==> config.mk <==
export PLATFORM = sky130hd
export DESIGN_NAME = opnd_fetch_unit
export DESIGN_NICKNAME = d
export VERILOG_FILES = /design/src/rtl/opnd_fetch_pkg.sv /design/src/rtl/opnd_index_sel.sv /design/src/rtl/opnd_fetch_ctrl.sv /design/src/rtl/opnd_fetch_dpath.sv /design/src/rtl/opnd_fetch_unit.sv
export SDC_FILE = /design/constraint.sdc
export NUM_CORES = 1
export LEC_CHECK = 0
export BUFFER_PORTS_ARGS = -buffer_cell sky130_fd_sc_hd__clkbuf_2
export CORE_MARGIN = 4
export CORE_UTILIZATION = 45
export CTS_CLUSTER_DIAMETER = 30
export DETAILED_ROUTE_END_ITERATION = 10
export PLACE_DENSITY = 0.78
export SYNTH_ARGS = -nofsm -noshare
export SYNTH_HDL_FRONTEND = slang
export SYNTH_SLANG_ARGS = --single-unit
==> constraint.sdc <==
create_clock -name clk -period 2.4 [get_ports clk]
set_input_delay 0.48 -clock clk [delete_from_list [all_inputs] [get_ports clk]]
set_output_delay 0.48 -clock clk [all_outputs]
set_load 0.02 [all_outputs]
==> src/rtl/opnd_fetch_pkg.sv <==
package opnd_fetch_pkg;

  typedef enum logic [2:0] {
    ST_IDLE      = 3'd0,
    ST_EXT_FETCH = 3'd1,
    ST_PTR_READ  = 3'd2,
    ST_OPND_READ = 3'd3,
    ST_DONE      = 3'd4
  } fetch_state_e;

endpackage

==> src/rtl/opnd_index_sel.sv <==
// Index value: register content, or zero when the selector names no register.
module opnd_index_sel #(
  parameter int W      = 16,
  parameter int RSEL_W = 4
) (
  input  logic [RSEL_W-1:0] sel,
  input  logic [W-1:0]      reg_val,
  output logic [W-1:0]      idx
);

  logic no_reg;

  always_comb begin
    no_reg = (sel == '0);
    idx    = no_reg ? '0 : reg_val;
  end

endmodule

==> src/rtl/opnd_fetch_ctrl.sv <==
// Sequencer: every read state spends one issue cycle and one data cycle.
module opnd_fetch_ctrl
  import opnd_fetch_pkg::*;
(
  input  logic         clk,
  input  logic         rst_n,
  input  logic         req_valid,
  input  logic         req_k8,
  input  logic         req_long,
  input  logic         req_mem,
  input  logic         req_indir,
  output fetch_state_e state_q,
  output logic         accept,
  output logic         rd_issue,
  output logic         rd_step,
  output logic         mode_mem_q
);

  fetch_state_e state_d;
  logic         phase_q, phase_d;
  logic         indir_q;
  logic         mode_mem_d, indir_d;
  logic         is_rd;

  always_comb begin
    accept     = req_valid && (state_q == ST_IDLE);
    is_rd      = (state_q == ST_EXT_FETCH) || (state_q == ST_PTR_READ) ||
                 (state_q == ST_OPND_READ);
    rd_issue   = is_rd && !phase_q;
    rd_step    = is_rd && phase_q;
    phase_d    = is_rd ? !phase_q : 1'b0;
    mode_mem_d = req_mem && !req_k8;
    indir_d    = req_indir && req_long && !req_k8;

    state_d = state_q;
    unique case (state_q)
      ST_IDLE: begin
        if (accept) begin
          if (req_k8 || (!req_long && !req_mem)) state_d = ST_DONE;
          else if (!req_long)                    state_d = ST_OPND_READ;
          else                                   state_d = ST_EXT_FETCH;
        end
      end
      ST_EXT_FETCH: begin
        if (rd_step) begin
          if (!mode_mem_q)   state_d = ST_DONE;
          else if (indir_q)  state_d = ST_PTR_READ;
          else               state_d = ST_OPND_READ;
        end
      end
      ST_PTR_READ:  if (rd_step) state_d = ST_OPND_READ;
      ST_OPND_READ: if (rd_step) state_d = ST_DONE;
      ST_DONE:      state_d = ST_IDLE;
      default:      state_d = ST_IDLE;
    endcase
  end

  always_ff @(posedge clk or negedge rst_n) begin
    if (!rst_n) begin
      state_q <= ST_IDLE;
      phase_q <= 1'b0;
    end else begin
      state_q <= state_d;
      phase_q <= phase_d;
    end
  end

  always_ff @(posedge clk or negedge rst_n) begin
    if (!rst_n) begin
      mode_mem_q <= 1'b0;
      indir_q    <= 1'b0;
    end else if (accept) begin
      mode_mem_q <= mode_mem_d;
      indir_q    <= indir_d;
    end
  end

endmodule

==> src/rtl/opnd_fetch_dpath.sv <==
// Address and result registers with explicit load enables.
module opnd_fetch_dpath
  import opnd_fetch_pkg::*;
#(
  parameter int W     = 16,
  parameter int IMM_W = 8
) (
  input  logic         clk,
  input  logic         rst_n,
  input  fetch_state_e state_q,
  input  logic         accept,
  input  logic         rd_step,
  input  logic         mode_mem_q,
  input  logic         req_k8,
  input  logic         req_long,
  input  logic         req_mem,
  input  logic [IMM_W-1:0] req_imm,
  input  logic [W-1:0] req_pc,
  input  logic [W-1:0] idx,
  input  logic [W-1:0] mem_rdata,
  output logic [W-1:0] mem_addr,
  output logic [W-1:0] operand,
  output logic [W-1:0] eff_addr,
  output logic [1:0]   word_count
);

  localparam int PAD_W = W - IMM_W;

  logic [W-1:0] pc_q, idx_q, addr_q, opnd_q, ea_q;
  logic [1:0]   wc_q;
  logic [W-1:0] addr_d, opnd_d, ea_d, sum_ext;
  logic [1:0]   wc_d;
  logic         ld_addr, ld_opnd, ld_ea;

  always_comb begin
    sum_ext = mem_rdata + idx_q;
    wc_d    = (req_long && !req_k8) ? 2'd2 : 2'd1;

    ld_addr = 1'b0;
    addr_d  = addr_q;
    ld_opnd = 1'b0;
    opnd_d  = opnd_q;
    ld_ea   = 1'b0;
    ea_d    = ea_q;

    if (accept) begin
      ld_addr = 1'b1;
      addr_d  = idx;
      ld_opnd = 1'b1;
      ld_ea   = 1'b1;
      ea_d    = '0;
      if (req_k8)                     opnd_d = {{PAD_W{1'b0}}, req_imm};
      else if (!req_long && !req_mem) opnd_d = idx;
      else                            opnd_d = '0;
    end else if (rd_step) begin
      unique case (state_q)
        ST_EXT_FETCH: begin
          ld_addr = 1'b1;
          addr_d  = sum_ext;
          if (!mode_mem_q) begin
            ld_opnd = 1'b1;
            opnd_d  = sum_ext;
          end
        end
        ST_PTR_READ: begin
          ld_addr = 1'b1;
          addr_d  = mem_rdata;
        end
        ST_OPND_READ: begin
          ld_opnd = 1'b1;
          opnd_d  = mem_rdata;
          ld_ea   = 1'b1;
          ea_d    = addr_q;
        end
        default: ;
      endcase
    end

    mem_addr = (state_q == ST_EXT_FETCH) ? pc_q + W'(1) : addr_q;
  end

  always_ff @(posedge clk or negedge rst_n) begin
    if (!rst_n) begin
      pc_q  <= '0;
      idx_q <= '0;
      wc_q  <= 2'd1;
    end else if (accept) begin
      pc_q  <= req_pc;
      idx_q <= idx;
      wc_q  <= wc_d;
    end
  end

  always_ff @(posedge clk or negedge rst_n) begin
    if (!rst_n) addr_q <= '0;
    else if (ld_addr) addr_q <= addr_d;
  end

  always_ff @(posedge clk or negedge rst_n) begin
    if (!rst_n) opnd_q <= '0;
    else if (ld_opnd) opnd_q <= opnd_d;
  end

  always_ff @(posedge clk or negedge rst_n) begin
    if (!rst_n) ea_q <= '0;
    else if (ld_ea) ea_q <= ea_d;
  end

  assign operand    = opnd_q;
  assign eff_addr   = ea_q;
  assign word_count = wc_q;

endmodule

==> src/rtl/opnd_fetch_unit.sv <==
module opnd_fetch_unit
  import opnd_fetch_pkg::*;
#(
  parameter int W      = 16,
  parameter int RSEL_W = 4,
  parameter int IMM_W  = 8
) (
  input  logic              clk,
  input  logic              rst_n,
  input  logic              req_valid,
  input  logic              req_k8,
  input  logic              req_long,
  input  logic              req_mem,
  input  logic              req_indir,
  input  logic [RSEL_W-1:0] req_r2,
  input  logic [IMM_W-1:0]  req_imm,
  input  logic [W-1:0]      req_pc,
  output logic              busy,
  output logic [RSEL_W-1:0] rf_raddr,
  input  logic [W-1:0]      rf_rdata,
  output logic              mem_rd_en,
  output logic [W-1:0]      mem_addr,
  input  logic [W-1:0]      mem_rdata,
  output logic              done,
  output logic [W-1:0]      operand,
  output logic [W-1:0]      eff_addr,
  output logic [1:0]        word_count
);

  fetch_state_e state_q;
  logic         accept, rd_issue, rd_step, mode_mem_q;
  logic [W-1:0] idx;

  opnd_index_sel #(.W(W), .RSEL_W(RSEL_W)) u_idx (
    .sel     (req_r2),
    .reg_val (rf_rdata),
    .idx     (idx)
  );

  opnd_fetch_ctrl u_ctrl (
    .clk        (clk),
    .rst_n      (rst_n),
    .req_valid  (req_valid),
    .req_k8     (req_k8),
    .req_long   (req_long),
    .req_mem    (req_mem),
    .req_indir  (req_indir),
    .state_q    (state_q),
    .accept     (accept),
    .rd_issue   (rd_issue),
    .rd_step    (rd_step),
    .mode_mem_q (mode_mem_q)
  );

  opnd_fetch_dpath #(.W(W), .IMM_W(IMM_W)) u_dpath (
    .clk        (clk),
    .rst_n      (rst_n),
    .state_q    (state_q),
    .accept     (accept),
    .rd_step    (rd_step),
    .mode_mem_q (mode_mem_q),
    .req_k8     (req_k8),
    .req_long   (req_long),
    .req_mem    (req_mem),
    .req_imm    (req_imm),
    .req_pc     (req_pc),
    .idx        (idx),
    .mem_rdata  (mem_rdata),
    .mem_addr   (mem_addr),
    .operand    (operand),
    .eff_addr   (eff_addr),
    .word_count (word_count)
  );

  assign busy      = (state_q != ST_IDLE);
  assign done      = (state_q == ST_DONE);
  assign rf_raddr  = req_r2;
  assign mem_rd_en = rd_issue;

endmodule

==> metrics, run 1 <==
Worst Tran Pin Value=~1.0 ns; gr ovfl total=0; clk buf depth=2; cells along the critical path=and3_4 -> nand4_1 -> nor3_2 -> nand4_1 -> xor2_1 -> a21oi_1 -> buf_4; DRC viols=0; largest area contributor in the synthesized netlist=dfrtp_1; RSZ-0062 raised after global routing=true; failing checks=setup timing; CTS tree=yes; kind of critical path=reg2out; max_slew headroom=29.99%; WL final=roughly 17 mm; P_leak=between 3 and 4 nW; startpoint types=flip-flop; placer congestion estimate=approximately 0.97; Final Slew Violations=0; Die Width=115.1 um; Port-buffer cells=~120; final instance area=approximately 0.0066 mm2; Max Freq=about 400 MHz; chip height=about 120 um; sequential share of the synthesized area=between 40% and 50%; first-pass GRT wire length=between 20 and 30 mm; Power, Total=roughly 10 mW; Placed Area=a little over 0.006 mm2; CTS Sinks=88; Clock Pin Slew Worst Setup and Hold Paths=about 0.060 ns; CP max-delay cell=dfrtp_1; Mapped Area=approximately 0.0052 mm2; period utilization=102.4%; share of synthesized registers carrying an async set or reset=100.0%; Post-synth EDFFs=0; antenna-violating nets left=0; final setup violation count=2; synthesized net count=670; clock tree root driver cell=clkbuf_16; Arr. time, crit path=just under 2 ns; ys flop type=dfrtp_1; Peak VDD IR=~1.2 mV; nets@finish=816; fin util=60.11%; layout cells sized above 1=between 20% and 30%; crit path time final=2.458 ns; Crit. End Element=output pin; cell mode on critical path=nand4_1; Hold WC Path Type=in2async; skew final=about 0.0041 ns; post-DR wirelength/cell=roughly 19 um; FF+latch count, synth=between 80 and 90; hold bufs inserted after CTS=0; status=finished, violations left; die area=between 0.01 and 0.015 mm2; routed vias/inst=around 6.0; Final WS setup=-0.05793 ns; Rows=38; Num CTS Buffers=9; CTS H-tree depth=3; max_cap viols=0; top cell type's share of synthesized area=between 40 and 50%; diode count=0; final hold vios=0; Final HPWL DP=12.11 mm; vias in the first global route=between 4000 and 5000; initial core utilization=46.76%; initial antenna violation count=0; Initial DRT Pass Iterations=5; mean area per synthesized cell=8.801 um2; via count=5213; Post-Syn Instances=approximately 600; slowest stage delay, CP=approximately 0.38 ns; Hold Slack=0.1625 ns; largest net degree at the start of global routing=51; PwrDens=around 1500 mW/mm2; IO Pins=124; later-pin clock latency in the skew report=about 0.34 ns; CP max FO=3; area grow syn2layout=28.55%; worst path required time=between 1.5 and 2 ns; core area=between 0.01 and 0.015 mm2; Area contributors post-synth=dfrtp_1 42%, nand2_1 7.5%, a22o_1 5.4%; Tot GR Track Use=around a quarter; Synth cell types=57; DR iter-0 viols=approximately 670; Yosys Warn Count=0
metrics by stage:
stage / setup TNS, ns / worst slack (ns) / std cells
after floorplan: 0 / 0.02738 / 586
after global placement: -0.5625 / -0.1482 / 845
after detailed placement: -0.9019 / -0.1850 / 845
after CTS: -0.1235 / -0.06730 / 868
after global routing: -0.3105 / -0.1816 / 876
final: -0.08893 / -0.05793 / 876
synthesized netlist by cell type, types with 4 or more instances:
| library cell | count |
|---|---|
| nand2_1 | 103 |
| dfrtp_1 | 87 |
| a21oi_1 | 51 |
| nor2_1 | 50 |
| a22o_1 | 32 |
| clkbuf_1 | 27 |
| o21ai_0 | 27 |
| ha_1 | 16 |
| a22oi_1 | 14 |
| nor3_1 | 13 |
| xor2_1 | 13 |
| xnor2_1 | 12 |
| nand3_1 | 11 |
| mux2i_1 | 10 |
| inv_1 | 9 |
| nand4_1 | 9 |
| a221oi_1 | 8 |
| buf_2 | 7 |
| nor3b_1 | 6 |
| a21o_1 | 5 |
| a31oi_1 | 5 |
| and3_1 | 5 |
| buf_4 | 5 |
| o21a_1 | 5 |
| o31ai_1 | 5 |
| o211ai_1 | 4 |
power by group:
part	internal [mW]	leakage [nW]	switching [mW]	total (mW)
combinational	2.53	1.99	3.54	6.07
clock	0.735	0.140	0.603	1.34
sequential	2.18	1.09	0.624	2.81
registers in the layout, summed over array words and instances, names as in the netlist:
name / flops
u_dpath.operand: 16
u_dpath.pc_q: 16
u_ctrl.phase_q: 1
u_ctrl.state_q: 3
u_ctrl.indir_q: 1
u_dpath.idx_q: 16
u_ctrl.mode_mem_q: 1
u_dpath.word_count: 2
u_dpath.eff_addr: 16
u_dpath.addr_q: 16
critical path, delay by kind of cell, from the launching register on:
| kind | cells | cell delay (ns) |
|---|---|---|
| buffers and inverters | 1 | 0.17 |
| AND/OR/NAND/NOR | 4 | 0.73 |
| XOR/XNOR | 1 | 0.17 |
| flip-flops | 1 | 0.38 |
| AO/OA/AOI/OAI | 1 | 0.18 |
final timing paths:
check / startpoint / end / slack [ns] / depth (start not counted)
max: u_dpath.pc_q[5]$_DFFE_PN0P_ / mem_addr[14] / -0.06 / 7
min: rst_n / u_dpath.pc_q[11]$_DFFE_PN0P_ / 0.16 / 1
max reg2reg: u_ctrl.state_q[1]$_DFFE_PN0P_ / u_dpath.operand[7]$_DFFE_PN0P_ / 0.14 / 7
min reg2reg: u_dpath.word_count[1]$_DFFE_PN0P_ / u_dpath.word_count[1]$_DFFE_PN0P_ / 0.48 / 2
max in group asynchronous: rst_n / u_dpath.eff_addr[8]$_DFFE_PN0P_ / 1.55 / 2
min in group clk: req_pc[14] / u_dpath.pc_q[14]$_DFFE_PN0P_ / 0.32 / 3
cell usage in the layout, fill, tap and decap left out, types with 8 or more instances in the layout:
cell | Yosys | routed
clkbuf_2 | 0 | 115
nand3_1 | 11 | 9
nand2_1 | 103 | 103
o21ai_0 | 27 | 26
a221oi_1 | 8 | 8
nor3_1 | 13 | 10
ha_1 | 16 | 15
a22oi_1 | 14 | 14
dfrtp_1 | 87 | 84
mux2i_1 | 10 | 10
xnor2_1 | 12 | 11
a22o_1 | 32 | 32
buf_4 | 5 | 52
inv_1 | 9 | 9
nor2_1 | 50 | 48
xor2_1 | 13 | 13
a21oi_1 | 51 | 49
nand4_1 | 9 | 9
clkbuf_16 | 0 | 10
layer usage:
layer / part of all wire (%) / GRT usage (%) / up-vias / routed length (um)
met4: 2.0 / 8.764 / 0 / 337
met5: 0 / 0 / - / 0
met3: 9.3 / 4.526 / 33 / 1542
met2: 46 / 38.50 / 290 / 7599
li1: - / - / 2397 / -
met1: 43 / 35.07 / 2493 / 7022
kinds of logic after synthesis:
| group | Yosys count | synth area share (%) |
|---|---|---|
| buf+inv | 50 | 4.318 |
| flops | 88 | 42.72 |
| mux | 11 | 2.159 |
| fa+ha+maj | 17 | 4.270 |
| compound gates | 173 | 22.64 |
| simple gates | 222 | 19.65 |
| xor+xnor | 25 | 4.246 |
cell type report:
| class | instances | area (um2) |
|---|---|---|
| Sequential cell | 88 | 2207 |
| Timing Repair Buffer | 176 | 1109 |
| Inverter | 9 | 33.78 |
| Clock inverter | 5 | 42.54 |
| Tap cell | 140 | 175.2 |
| Multi-Input combinational cell | 448 | 2824 |
| Clock buffer | 10 | 239.0 |
| Fill cell | 934 | 4400 |
timing repair:
| action | 4_1_cts | 5_1_grt |
|---|---|---|
| endpoints found under the setup margin | 11 | 23 |
| resized for setup | 11 | 29 |
| gates cloned | 1 | 1 |
| pin swaps | 9 | 7 |
| setup buffers | 7 | 7 |
(Power assumes the default switching activity.)
==> inputs of run 2 (changes only) <==
Settings changed: PLACE_DENSITY 0.78 to 0.75.
Clock period 2.4 ns to 2.9 ns, I/O delays scaled along.
==> run 2 against run 1 <==
The run now ends clean. Hold slack improved by 0.071 ns. Largest cell class unchanged. Critical path depth fell by 3. Combinational power fell by 27%. Final area fell by 6.0%. Power fell by 22%. Die area did not move. Non-clock buffer count fell by 32. Sequential share of layout area rose by 2.1 points. Clock skew rose by 0.0066 ns. Flip-flop and latch count did not move.
==> metrics, run 2 (synthesis gave the netlist of run 1 again) <==
non-filler cells, final=845 (was 876); Tot GR Track Use=24.21% (was 24.84%); die area=0.01324 mm2 (unchanged); DR iter-0 viols=428 (was 668); Initial DRT Pass Iterations=7 (was 5); area grow syn2layout=20.79% (was 28.55%); RSZ-0062 raised after global routing=false (was true); chip height=115.1 um (unchanged); clk buf depth=2 (unchanged); WL final=15.92 mm (was 16.50 mm); max_cap viols=0 (unchanged); CTS H-tree depth=3 (unchanged); crit path time final=between 2 and 3 ns; skew final=0.01075 ns (was 0.004099 ns); most frequent cells in the layout=122 x clkbuf_2, 103 x nand2_1, 87 x dfrtp_1 (was 115 x clkbuf_2, 103 x nand2_1, 84 x dfrtp_1); diode count=0 (unchanged); worst path required time=2.32 ns (was 1.92 ns); Rows=38 (unchanged); slowest stage delay, CP=0.64 ns (was 0.38 ns); Clock power frac=14.2% (was 13.1%); routed vias/inst=5.973 (was 5.951); DRC viols=0 (unchanged); Final HPWL DP=12.04 mm (was 12.11 mm); period utilization=a little over 90%; Crit. End Element=output pin (unchanged); clock tree root driver cell=clkbuf_16 (unchanged); CTS tree=yes (unchanged); Power, Total=7.926 mW (was 10.21 mW); Hold Slack=0.2331 ns (was 0.1625 ns); Power Internal=4.125 mW (was 5.448 mW); vias in the first global route=4930 (was 4948); max_slew headroom=35.79% (was 29.99%); sequential share of power=30.2% (was 27.5%); most common cell after layout, fill and taps aside=clkbuf_2 (unchanged); status=completed (was finished, violations left); placed instance count=829 (was 845); via count=5047 (was 5213); CP Buf/Inv Count=2 (was 1); Worst Tran Pin Value=0.9596 ns (was 1.046 ns); CTS Sinks=88 (unchanged); placer congestion estimate=0.9644 (was 0.9738); PwrDens=1272 mW/mm2 (was 1540 mW/mm2); setup repair bufs after CTS=0 (was 7); final setup violation count=0 (was 2); CP max FO=30 (was 3); core area=0.01103 mm2 (unchanged); fin util=56.48% (was 60.11%); startpoint types=flip-flop (unchanged); nets@finish=784 (was 816); Arr. time, crit path=2.11 ns (was 1.98 ns); later-pin clock latency in the skew report=0.35 ns (was 0.34 ns); CP max-delay cell=dfrtp_1 (unchanged); Clock Pin Slew Worst Setup and Hold Paths=0.07 ns (was 0.06 ns); post-DR wirelength/cell=18.84 um (about the same); Die Width=115.1 um (unchanged); gr ovfl total=0 (unchanged); CP delay by family, top=flip-flops (was simple AND/OR/NAND/NOR gates); Hold WC Path Type=in2async (unchanged); final hold vios=0 (unchanged); Peak VDD IR=0.7137 mV (was 1.174 mV); initial core utilization=46.76% (unchanged); logic gate share of total power=55.6% (was 59.4%); cells along the critical path=nor3b_2 -> buf_4 -> mux2_2 -> clkbuf_2 (was and3_4 -> nand4_1 -> nor3_2 -> nand4_1 -> xor2_1 -> a21oi_1 -> buf_4); Final Slew Violations=0 (unchanged); Sw Pwr=3.801 mW (was 4.765 mW); Port-buffer cells=123 (unchanged); largest net degree at the start of global routing=47 (was 51); IO Pins=124 (unchanged); setup TNS=0 ns (was -0.08893 ns); kind of critical path=reg2out (unchanged); initial antenna violation count=0 (unchanged); Max Freq=approximately 370 MHz; first-pass GRT wire length=25.08 mm (was 25.73 mm); P_leak=3.036 nW (was 3.225 nW); antenna-violating nets left=0 (unchanged); sw frac=47.96% (was 46.65%); layout cells sized above 1=24.26% (was 29.76%); Num CTS Buffers=9 (unchanged)
## run 2: cell types whose count changed in the layout (fill, tap and decap cells not counted), sizes merged
cell,before,now
inv,10,12
buf,60,22
clkbuf,126,132
clkinv,4,3
## run 2: final timing paths
check / depth (start not counted) / endpoint / startpoint / slack [ns]
max: 4 / mem_addr[1] / u_ctrl.state_q[0]$_DFFE_PN0P_ / 0.21
min: 1 / u_dpath.pc_q[6]$_DFFE_PN0P_ / rst_n / 0.23
max reg2reg: 8 / u_dpath.operand[10]$_DFFE_PN0P_ / u_dpath.idx_q[0]$_DFFE_PN0P_ / 0.41
min reg2reg: 2 / u_dpath.word_count[1]$_DFFE_PN0P_ / u_dpath.word_count[1]$_DFFE_PN0P_ / 0.49
max in group asynchronous: 2 / u_dpath.operand[15]$_DFFE_PN0P_ / rst_n / 1.99
min in group clk: 3 / u_dpath.pc_q[14]$_DFFE_PN0P_ / req_pc[14] / 0.42
## run 2: final cells by class
type	instances	area [um2]
fillers	1027	4801
multi-input cells	448	2741
flip-flops and latches	88	2203
repair buffers	144	788.3
clock buffers	10	239.0
well taps	140	175.2
clock inverters	6	48.80
inverters	9	33.78
## run 2: stage by stage
step	instance area [um2]	setup WS, ns
3_5_place_dp	5937	0.1144
5_1_grt	6230	0.04963
2_1_floorplan	5157	0.3892
3_3_place_gp	5937	0.1618
4_1_cts	6225	0.1822
6_report	6230	0.2120
## run 2: power by group through the flow
| stage | Sequential, mW | Clock, mW | Combinational, mW |
|---|---|---|---|
| after global placement | 2.36 | 0 | 4.28 |
| after detailed placement | 2.38 | 0 | 4.37 |
| final | 2.39 | 1.13 | 4.41 |
| after global routing | 2.46 | 1.20 | 4.83 |
| after CTS | 2.37 | 1.15 | 4.39 |
| after floorplan | 2.37 | 0 | 2.94 |
## run 2: layer usage
layer,vias to the layer above,GRT usage (%),routed length [um]
met5,-,0,0
met4,0,10.33,499
met3,43,4.474,1325
met2,235,38.89,7503
met1,2424,32.17,6591
li1,2345,-,-
## run 2: timing repair
item | in CTS | in global routing
hold buffers | 0 | 0
endpoints found under the setup margin | 0 | 1
gates resized for setup | 0 | 1
## run 2: worst register-to-register path, stage by stage (launching register included)
cell      delay, ns
dfrtp_1        0.40
ha_1           0.23
fa_1           0.43
a211oi_1       0.32
nor3_1         0.14
o21bai_1       0.25
nand2_1        0.10
nor4b_1        0.15
or3_1          0.35
